<file path="config.mk">
export PLATFORM = sky130hd
export DESIGN_NAME = fcneg_ctrl
export DESIGN_NICKNAME = d
export VERILOG_FILES = /design/src/rtl/fcneg_pkg.sv /design/src/rtl/fcneg_lvl_filter.sv /design/src/rtl/fcneg_link_fsm.sv /design/src/rtl/fcneg_setpoint.sv /design/src/rtl/fcneg_ctrl.sv
export SDC_FILE = /design/constraint.sdc
export NUM_CORES = 1
export LEC_CHECK = 0
export ABC_AREA = 1
export ABC_CLOCK_PERIOD_IN_PS = 3100
export BUFFER_PORTS_ARGS = -buffer_cell sky130_fd_sc_hd__buf_4
export CAP_MARGIN = 15
export CORE_UTILIZATION = 60
export DETAILED_ROUTE_END_ITERATION = 10
export PLACE_DENSITY = 0.8
export SYNTH_ARGS = -nofsm -noshare
export SYNTH_HDL_FRONTEND = slang
export SYNTH_SLANG_ARGS = --single-unit
</file>
<file path="constraint.sdc">
create_clock -name clk -period 3.1 [get_ports clk]
set_input_delay 0.155 -clock clk [delete_from_list [all_inputs] [get_ports clk]]
set_output_delay 0.155 -clock clk [all_outputs]
set_load 0.005 [all_outputs]
</file>
<file path="src/rtl/fcneg_pkg.sv">
package fcneg_pkg;

   // Coarse data-line level reported by the analog comparators.
   typedef enum logic [1:0] {
      LVL_GND = 2'b00,
      LVL_MID = 2'b01,
      LVL_HI  = 2'b10
   } lvl_e;

   // Link phases of the port.
   typedef enum logic [1:0] {
      LNK_SHORT  = 2'b00,
      LNK_OPEN   = 2'b01,
      LNK_READY  = 2'b10,
      LNK_LEGACY = 2'b11
   } link_e;

   // Code 2'b11 has no meaning on the comparator bus; treat it as ground.
   function automatic lvl_e lvl_norm(input logic [1:0] raw);
      lvl_e r;
      if (raw == 2'b11) r = LVL_GND;
      else              r = lvl_e'(raw);
      return r;
   endfunction

endpackage

</file>
<file path="src/rtl/fcneg_lvl_filter.sv">
module fcneg_lvl_filter
   import fcneg_pkg::*;
#(
   parameter int DEB_CYC = 4
) (
   input  logic       clk,
   input  logic       rst_n,
   input  logic [1:0] raw_i,
   output lvl_e       lvl_o
);

   if (DEB_CYC < 0) begin : g_bad_deb
      $error("fcneg_lvl_filter: DEB_CYC must not be negative");
   end

   lvl_e in_n;
   assign in_n = lvl_norm(raw_i);

   if (DEB_CYC == 0) begin : g_pass
      // No filtering: register the normalized level once.
      lvl_e stab_q;
      always_ff @(posedge clk or negedge rst_n) begin
         if (!rst_n) stab_q <= LVL_GND;
         else        stab_q <= in_n;
      end
      assign lvl_o = stab_q;
   end else begin : g_deb
      localparam int CNT_W = (DEB_CYC < 2) ? 1 : $clog2(DEB_CYC);
      localparam logic [CNT_W-1:0] CNT_LAST = CNT_W'(DEB_CYC - 1);

      lvl_e             cand_q;
      lvl_e             stab_q;
      logic [CNT_W-1:0] cnt_q;

      always_ff @(posedge clk or negedge rst_n) begin
         if (!rst_n) begin
            cand_q <= LVL_GND;
            stab_q <= LVL_GND;
            cnt_q  <= '0;
         end else if (in_n != cand_q) begin
            // Any change restarts the qualification window.
            cand_q <= in_n;
            cnt_q  <= '0;
         end else if (cnt_q != CNT_LAST) begin
            cnt_q  <= cnt_q + 1'b1;
         end else begin
            stab_q <= cand_q;
         end
      end
      assign lvl_o = stab_q;
   end

endmodule

</file>
<file path="src/rtl/fcneg_link_fsm.sv">
module fcneg_link_fsm
   import fcneg_pkg::*;
#(
   parameter int DET_CYC = 64
) (
   input  logic clk,
   input  logic rst_n,
   input  lvl_e dp_i,
   input  lvl_e dm_i,
   output logic short_en_o,
   output logic pulldn_en_o,
   output logic ready_o
);

   if (DET_CYC < 1) begin : g_bad_det
      $error("fcneg_link_fsm: DET_CYC must be at least 1");
   end

   localparam int DW = (DET_CYC < 2) ? 1 : $clog2(DET_CYC);
   localparam logic [DW-1:0] DET_LAST = DW'(DET_CYC - 1);

   link_e          st_q,  st_n;
   logic [DW-1:0]  det_q, det_n;
   logic           unplug;
   logic           both_mid;

   assign unplug   = (dp_i == LVL_GND);
   assign both_mid = (dp_i == LVL_MID) && (dm_i == LVL_MID);

   always_comb begin
      st_n  = st_q;
      det_n = '0;
      unique case (st_q)
         LNK_SHORT: begin
            if (dp_i == LVL_HI) begin
               st_n = LNK_LEGACY;
            end else if (both_mid) begin
               if (det_q == DET_LAST) st_n = LNK_OPEN;
               else                   det_n = det_q + 1'b1;
            end
         end
         LNK_OPEN: begin
            if (unplug)                                      st_n = LNK_SHORT;
            else if (dp_i == LVL_MID && dm_i == LVL_GND)     st_n = LNK_READY;
         end
         LNK_READY: begin
            if (unplug) st_n = LNK_SHORT;
         end
         LNK_LEGACY: begin
            if (unplug) st_n = LNK_SHORT;
         end
      endcase
   end

   always_ff @(posedge clk or negedge rst_n) begin
      if (!rst_n) begin
         st_q  <= LNK_SHORT;
         det_q <= '0;
      end else begin
         st_q  <= st_n;
         det_q <= det_n;
      end
   end

   assign short_en_o  = (st_q == LNK_SHORT) || (st_q == LNK_LEGACY);
   assign pulldn_en_o = (st_q == LNK_READY);
   assign ready_o     = (st_q == LNK_READY);

endmodule

</file>
<file path="src/rtl/fcneg_setpoint.sv">
module fcneg_setpoint
   import fcneg_pkg::*;
#(
   parameter int VSET_W = 7,
   parameter int C_DEF  = 25,
   parameter int C_MIN  = 18,
   parameter int C_9    = 45,
   parameter int C_12   = 60,
   parameter int C_20   = 100
) (
   input  logic              clk,
   input  logic              rst_n,
   input  lvl_e              dp_i,
   input  lvl_e              dm_i,
   input  logic              class_b_i,
   input  logic              ready_i,
   output logic [VSET_W-1:0] vset_o,
   output logic              cont_o,
   output logic              dn_pulse_o
);

   localparam logic [VSET_W-1:0] V_DEF = VSET_W'(C_DEF);
   localparam logic [VSET_W-1:0] V_MIN = VSET_W'(C_MIN);
   localparam logic [VSET_W-1:0] V_9   = VSET_W'(C_9);
   localparam logic [VSET_W-1:0] V_12  = VSET_W'(C_12);
   localparam logic [VSET_W-1:0] V_20  = VSET_W'(C_20);

   logic [VSET_W-1:0] vset_q, vset_n;
   logic              cont_q, cont_n;
   logic              dn_q;
   lvl_e              pdp_q, pdm_q;
   logic [VSET_W-1:0] v_max;

   logic rq_mm, rq_hm, rq_mh, rq_hh, rq_mg;
   logic was_hh, was_mm;

   assign v_max  = class_b_i ? V_20 : V_12;
   assign rq_mm  = (dp_i == LVL_MID) && (dm_i == LVL_MID);
   assign rq_hm  = (dp_i == LVL_HI)  && (dm_i == LVL_MID);
   assign rq_mh  = (dp_i == LVL_MID) && (dm_i == LVL_HI);
   assign rq_hh  = (dp_i == LVL_HI)  && (dm_i == LVL_HI);
   assign rq_mg  = (dp_i == LVL_MID) && (dm_i == LVL_GND);
   assign was_hh = (pdp_q == LVL_HI)  && (pdm_q == LVL_HI);
   assign was_mm = (pdp_q == LVL_MID) && (pdm_q == LVL_MID);

   always_comb begin
      vset_n = vset_q;
      cont_n = cont_q;
      if (!ready_i || dp_i == LVL_GND) begin
         vset_n = V_DEF;
         cont_n = 1'b0;
      end else if (cont_q) begin
         if (rq_mh) begin
            // A pulse ends when the pair returns to the continuous-mode idle.
            if (was_hh && vset_q < v_max)      vset_n = vset_q + 1'b1;
            else if (was_mm && vset_q > V_MIN) vset_n = vset_q - 1'b1;
         end else if (rq_hm) begin
            vset_n = V_9;
            cont_n = 1'b0;
         end else if (rq_mg) begin
            vset_n = V_DEF;
            cont_n = 1'b0;
         end
      end else begin
         if (rq_mm)                  vset_n = V_12;
         else if (rq_hm)             vset_n = V_9;
         else if (rq_hh && class_b_i) vset_n = V_20;
         else if (rq_mg)             vset_n = V_DEF;
         else if (rq_mh)             cont_n = 1'b1;
      end
   end

   always_ff @(posedge clk or negedge rst_n) begin
      if (!rst_n) begin
         vset_q <= V_DEF;
         cont_q <= 1'b0;
         dn_q   <= 1'b0;
         pdp_q  <= LVL_GND;
         pdm_q  <= LVL_GND;
      end else begin
         vset_q <= vset_n;
         cont_q <= cont_n;
         dn_q   <= (vset_n < vset_q) && !cont_n;
         pdp_q  <= dp_i;
         pdm_q  <= dm_i;
      end
   end

   assign vset_o     = vset_q;
   assign cont_o     = cont_q;
   assign dn_pulse_o = dn_q;

endmodule

</file>
<file path="src/rtl/fcneg_ctrl.sv">
module fcneg_ctrl
   import fcneg_pkg::*;
#(
   parameter int DEB_CYC = 4,
   parameter int DET_CYC = 64,
   parameter int VSET_W  = 7,
   parameter int STEP_MV = 200,
   parameter int DEF_MV  = 5000,
   parameter int MIN_MV  = 3600,
   parameter int V9_MV   = 9000,
   parameter int V12_MV  = 12000,
   parameter int V20_MV  = 20000
) (
   input  logic              clk,
   input  logic              rst_n,
   input  logic [1:0]        dp_lvl,
   input  logic [1:0]        dm_lvl,
   input  logic              class_b,
   output logic              short_en,
   output logic              pulldn_en,
   output logic [VSET_W-1:0] vset,
   output logic              vset_dn_pulse
);

   localparam int C_DEF = DEF_MV / STEP_MV;
   localparam int C_MIN = MIN_MV / STEP_MV;
   localparam int C_9   = V9_MV  / STEP_MV;
   localparam int C_12  = V12_MV / STEP_MV;
   localparam int C_20  = V20_MV / STEP_MV;
   localparam int NLINE = 2;

   if (STEP_MV < 1) begin : g_bad_step
      $error("fcneg_ctrl: STEP_MV must be positive");
   end
   if ((DEF_MV % STEP_MV) != 0 || (MIN_MV % STEP_MV) != 0 ||
       (V9_MV % STEP_MV) != 0 || (V12_MV % STEP_MV) != 0 ||
       (V20_MV % STEP_MV) != 0) begin : g_bad_grid
      $error("fcneg_ctrl: every voltage must be a whole number of steps");
   end
   if (C_20 >= (1 << VSET_W)) begin : g_bad_width
      $error("fcneg_ctrl: VSET_W too narrow for the highest set point");
   end
   if (!(C_MIN <= C_DEF && C_DEF <= C_9 && C_9 <= C_12 && C_12 <= C_20)) begin : g_bad_order
      $error("fcneg_ctrl: set points must be ordered");
   end

   logic [1:0] raw [NLINE];
   lvl_e       filt [NLINE];
   lvl_e       filt_dp, filt_dm;
   logic       ready_w;
   logic       cont_w;

   assign raw[0] = dp_lvl;
   assign raw[1] = dm_lvl;

   for (genvar i = 0; i < NLINE; i++) begin : g_line
      fcneg_lvl_filter #(.DEB_CYC(DEB_CYC)) i_flt (
         .clk   (clk),
         .rst_n (rst_n),
         .raw_i (raw[i]),
         .lvl_o (filt[i])
      );
   end

   assign filt_dp = filt[0];
   assign filt_dm = filt[1];

   fcneg_link_fsm #(.DET_CYC(DET_CYC)) i_link (
      .clk         (clk),
      .rst_n       (rst_n),
      .dp_i        (filt_dp),
      .dm_i        (filt_dm),
      .short_en_o  (short_en),
      .pulldn_en_o (pulldn_en),
      .ready_o     (ready_w)
   );

   fcneg_setpoint #(
      .VSET_W (VSET_W),
      .C_DEF  (C_DEF),
      .C_MIN  (C_MIN),
      .C_9    (C_9),
      .C_12   (C_12),
      .C_20   (C_20)
   ) i_sp (
      .clk        (clk),
      .rst_n      (rst_n),
      .dp_i       (filt_dp),
      .dm_i       (filt_dm),
      .class_b_i  (class_b),
      .ready_i    (ready_w),
      .vset_o     (vset),
      .cont_o     (cont_w),
      .dn_pulse_o (vset_dn_pulse)
   );

endmodule

</file>
==> impl_metrics.py <==
metrics = {
    "setup_path": {
        "worst-endpoint-required_ps": 3390,
        "timing.critical_path.arrival_ps": 2840,
        "worst_path_largest_cell_delay_ps": 630,
        "critPathBufInv": 0,
        "startpoint_type_of_the_worst_setup_path": "flip-flop",
        "critical_path.endpoint_type": "flip-flop",
        "worst-setup-path-type": "reg -> reg",
        "critical-path-slowest-cell": "sky130_fd_sc_hd__dfstp_2",
        "cp_top_family": "compound AO/OA/AOI/OAI gates",
        "crit_path_max_fanout": 10,
        "worst_r2r_startpoint": "i_sp.vset_o[4]$_DFF_PN1_",
        "cpMostUsedCell": "sky130_fd_sc_hd__nand2_1",
        "rr_worst_depth": 13,
        "crit_path_cell_trace": "ha_1 > nand2_1 > nand2_1 > nand3_1 > nand3_4 > o22ai_1 > xor2_1 > nor2_1 > o21a_1 > ha_1 > a21oi_1 > nand2_1 > a21oi_2",
        "r2r-end": "i_sp.dn_pulse_o$_DFF_PN0_",
        "setup.reg_to_reg.worst_slack_ps": 550,
    },
    "drt": {
        "route.detailed.drc": 0,
        "wl_per_cell_um": 12.21,
        "dr_vias_cell": 5.366,
        "route.final.wire_length_um": 4335,
        "detailedRoute.firstPassIterationCount": 4,
        "drt_first_iter_violations": 101,
        "antenna_left": 0,
        "route.vias.total": 1905,
    },
    "timing": {
        "fmax_ghz": 0.3914,
        "worst-slew-pin-transition_ps": 413.2,
        "post-route-period-util_pct": 82.41,
        "fin_worst_skew_ps": 14.48,
        "final_hold_viol_count": 0,
        "timing.final.setup_violations": 0,
        "slew_violations": 0,
        "timing.final.crit_period_ps": 2555,
        "worst_slew_margin_rel_pct": 72.02,
        "final.setup.tns_ps": 0,
        "grt_setup_unrepaired": "no",
    },
    "power_and_ir_drop": {
        "power_density_nw_per_um2": 544.1,
        "power.leakage_nw": 1.208,
        "ir_drop_v": 0.0003868,
    },
    "placed_design": {
        "io_buffers": 16,
        "gp_congestion": 0.9054,
        "post-dp-hpwl_um": 3261,
        "placed_cell_area_um2": 2344,
    },
    "layout": {
        "n_fill_cell": 295,
        "layout.nets": 333,
        "antenna_cells": 0,
        "synthesis_to_layout_area_growth_pct": 11.87,
        "final_design_area_no_fill_um2": 2429,
        "layout-drive-gt1-share_pct": 16.50,
    },
    "min_path": {
        "hold_path.startpoint": "dp_lvl[1]",
        "hold_path.class": "in -> reg",
        "timing.hold.worst_endpoint": "g_line[0].i_flt.g_deb.cand_q[1]$_DFFE_PN0P_",
        "min_delay_path_depth": 3,
    },
    "synthesis": {
        "syn_area_um2": 2171,
        "yosysTopAreaCell": "sky130_fd_sc_hd__dfrtp_1",
        "yosys.area.top_type_share_pct": 34.58,
        "asyncSetResetFlopFracSynth_pct": 100.0,
        "ys.flop_type": "sky130_fd_sc_hd__dfrtp_1",
        "synth_xor_area_share_pct": 2.824,
        "synth_top_area_cells": "sky130_fd_sc_hd__dfrtp_1 35%, sky130_fd_sc_hd__nand2_1 11%, sky130_fd_sc_hd__ha_1 10%",
        "synth_cells": 283,
        "post-synth-top-count-cell": "sky130_fd_sc_hd__nand2_1",
        "ys_types": 32,
        "number_of_synthesized_flops_with_an_enable_pin": 0,
        "ys_top_cells_by_count": "61 x sky130_fd_sc_hd__nand2_1, 34 x sky130_fd_sc_hd__nor2_1, 32 x sky130_fd_sc_hd__inv_1",
        "muxShareOfSynthArea_pct": 0,
        "synthAdderAreaFrac_pct": 10.37,
        "largest_family_of_logic_cells_by_synthesized_area": "simple AND/OR/NAND/NOR gates",
        "post_synth.cell_area_avg_um2": 7.671,
        "synth-simple-area-share_pct": 28.13,
        "postSynthRegisterBits": 33,
        "synth-warning-count": 0,
        "syn-num-nets": 308,
        "compound_gate_portion_of_the_synthesized_area_pct": 12.97,
        "synth_seq_area_share_pct": 38.21,
    },
    "clock_tree": {
        "max_buffers_root_to_sink": 2,
        "max_h_tree_level": 2,
        "post_cts.repair.setup_buffers": 0,
        "clock-sinks": 33,
        "cts.clk_slew.worst_paths_ps": 120,
        "ctsRootBufferMaster": "sky130_fd_sc_hd__clkbuf_4",
        "cts_repair_resize_count": 0,
        "clock_latency_ps": 340,
        "cts-buffers-inserted": 5,
        "cts-hold-fix-buffers": 3,
        "cts_tree": "yes",
    },
    "global_routing": {
        "grt.total_usage_pct": 25.63,
        "globalRouteOverflowTotal": 0,
        "grt_start_max_net_pins": 34,
        "antenna_found_initial": 0,
        "grt_pass1_wl_um": 7741,
        "vias_in_the_first_global_route": 1840,
    },
    "floorplan": {
        "fp-row-count": 21,
        "core_um2": 3390,
        "vertical_die_dimension_um": 62.15,
        "die_width_um": 62.15,
        "io_pins": 17,
        "fp.dieArea_um2": 3863,
        "initial_core_util_pct": 64.05,
    },
    "status": {
        "status": "finished clean",
    },
    "job": {
        "max_cap_violations": 0,
    },
}
==> worst reg2reg max path, cell delays in order, from the launching register on <==
cell                      delay (ps)
sky130_fd_sc_hd__dfstp_2         630
sky130_fd_sc_hd__ha_1            270
sky130_fd_sc_hd__nand2_1          60
sky130_fd_sc_hd__nand2_1          40
sky130_fd_sc_hd__nand3_1         100
sky130_fd_sc_hd__nand3_4         140
sky130_fd_sc_hd__o22ai_1         210
sky130_fd_sc_hd__xor2_1          170
sky130_fd_sc_hd__nor2_1           50
sky130_fd_sc_hd__o21a_1          190
sky130_fd_sc_hd__ha_1            290
sky130_fd_sc_hd__a21oi_1         150
sky130_fd_sc_hd__nand2_1          80
sky130_fd_sc_hd__a21oi_2         100
==> worst max path at each step <==
stage | start | end | slack [ps] | cells after the start
global route | i_sp.vset_o[4]$_DFF_PN1_ | i_sp.dn_pulse_o$_DFF_PN0_ | 320 | 15
CTS | i_sp.vset_o[4]$_DFF_PN1_ | i_sp.dn_pulse_o$_DFF_PN0_ | 550 | 13
floorplan | i_sp.vset_o[4]$_DFF_PN1_ | i_sp.dn_pulse_o$_DFF_PN0_ | 810 | 13
global placement | i_sp.vset_o[0]$_DFF_PN1_ | i_sp.dn_pulse_o$_DFF_PN0_ | 610 | 14
finish | i_sp.vset_o[4]$_DFF_PN1_ | i_sp.dn_pulse_o$_DFF_PN0_ | 550 | 13
detailed placement | i_sp.vset_o[4]$_DFF_PN1_ | i_sp.dn_pulse_o$_DFF_PN0_ | 580 | 13
==> cells by family after synthesis <==
logic type,count (synthesis)
compound gates,50
xor+xnor,7
fa+ha+maj,18
buf+inv,43
flops,33
simple gates,132
==> area by class of cell <==
type / count / area, um^2 / area share [%]
Multi-Input combinational cell: 207 / 1179 / 48.53
Sequential cell: 33 / 829.5 / 34.16
Inverter: 42 / 157.7 / 6.491
Timing Repair Buffer: 19 / 150.1 / 6.182
Tap cell: 46 / 57.56 / 2.370
Clock buffer: 5 / 37.54 / 1.546
Clock inverter: 3 / 17.52 / 0.7213
==> per-stage QoR <==
stage          power [mW]  instances  worst slack (ps)  hold slack [ps]  utilization (%)
6_report            1.321        355             545.1            81.60            71.65
5_1_grt             1.426        355             315.4            74.29            71.65
4_1_cts             1.327        355             550.2            65.60            71.65
3_5_place_dp        1.082        344             575.6            123.5            69.14
3_3_place_gp        1.064        344             613.3            120.1            69.14
2_1_floorplan      0.9333        283             809.3           -140.6                -
==> registers in the layout (all words and copies together), names as in the netlist <==
name and cells:
i_link.st_q 2, i_sp.pdm_q 2, g_line.i_flt.g_deb.cand_q 4, i_sp.pdp_q 2
g_line.i_flt.lvl_o 4, g_line.i_flt.g_deb.cnt_q 4, i_sp.cont_o 1, i_sp.dn_pulse_o 1
i_sp.vset_o 7, i_link.det_q 6
==> per-layer routing <==
layer	vias to the layer above	track usage, %	wire, um
met5	-	0	0
met4	0	12.50	71
met3	8	4.963	156
met2	49	40.25	1999
met1	867	34.01	2108
li1	981	-	-
==> power breakdown <==
group          switching, mW  internal (mW)
Combinational          0.307          0.185
Clock                  0.154         0.0854
Sequential            0.0706          0.519
Total                  0.532          0.790
==> placed cells by master (no fill, tap or decap), types with 4 or more instances in the layout <==
| master | count |
|---|---|
| sky130_fd_sc_hd__a21oi_1 | 18 |
| sky130_fd_sc_hd__buf_4 | 16 |
| sky130_fd_sc_hd__clkbuf_4 | 5 |
| sky130_fd_sc_hd__dfrtp_1 | 30 |
| sky130_fd_sc_hd__ha_1 | 18 |
| sky130_fd_sc_hd__inv_1 | 32 |
| sky130_fd_sc_hd__inv_2 | 10 |
| sky130_fd_sc_hd__nand2_1 | 61 |
| sky130_fd_sc_hd__nand3_1 | 18 |
| sky130_fd_sc_hd__nand3_2 | 4 |
| sky130_fd_sc_hd__nor2_1 | 34 |
| sky130_fd_sc_hd__o21ai_0 | 10 |
| sky130_fd_sc_hd__o21ai_1 | 11 |
| sky130_fd_sc_hd__xor2_1 | 6 |
(Power assumes the default switching activity.)
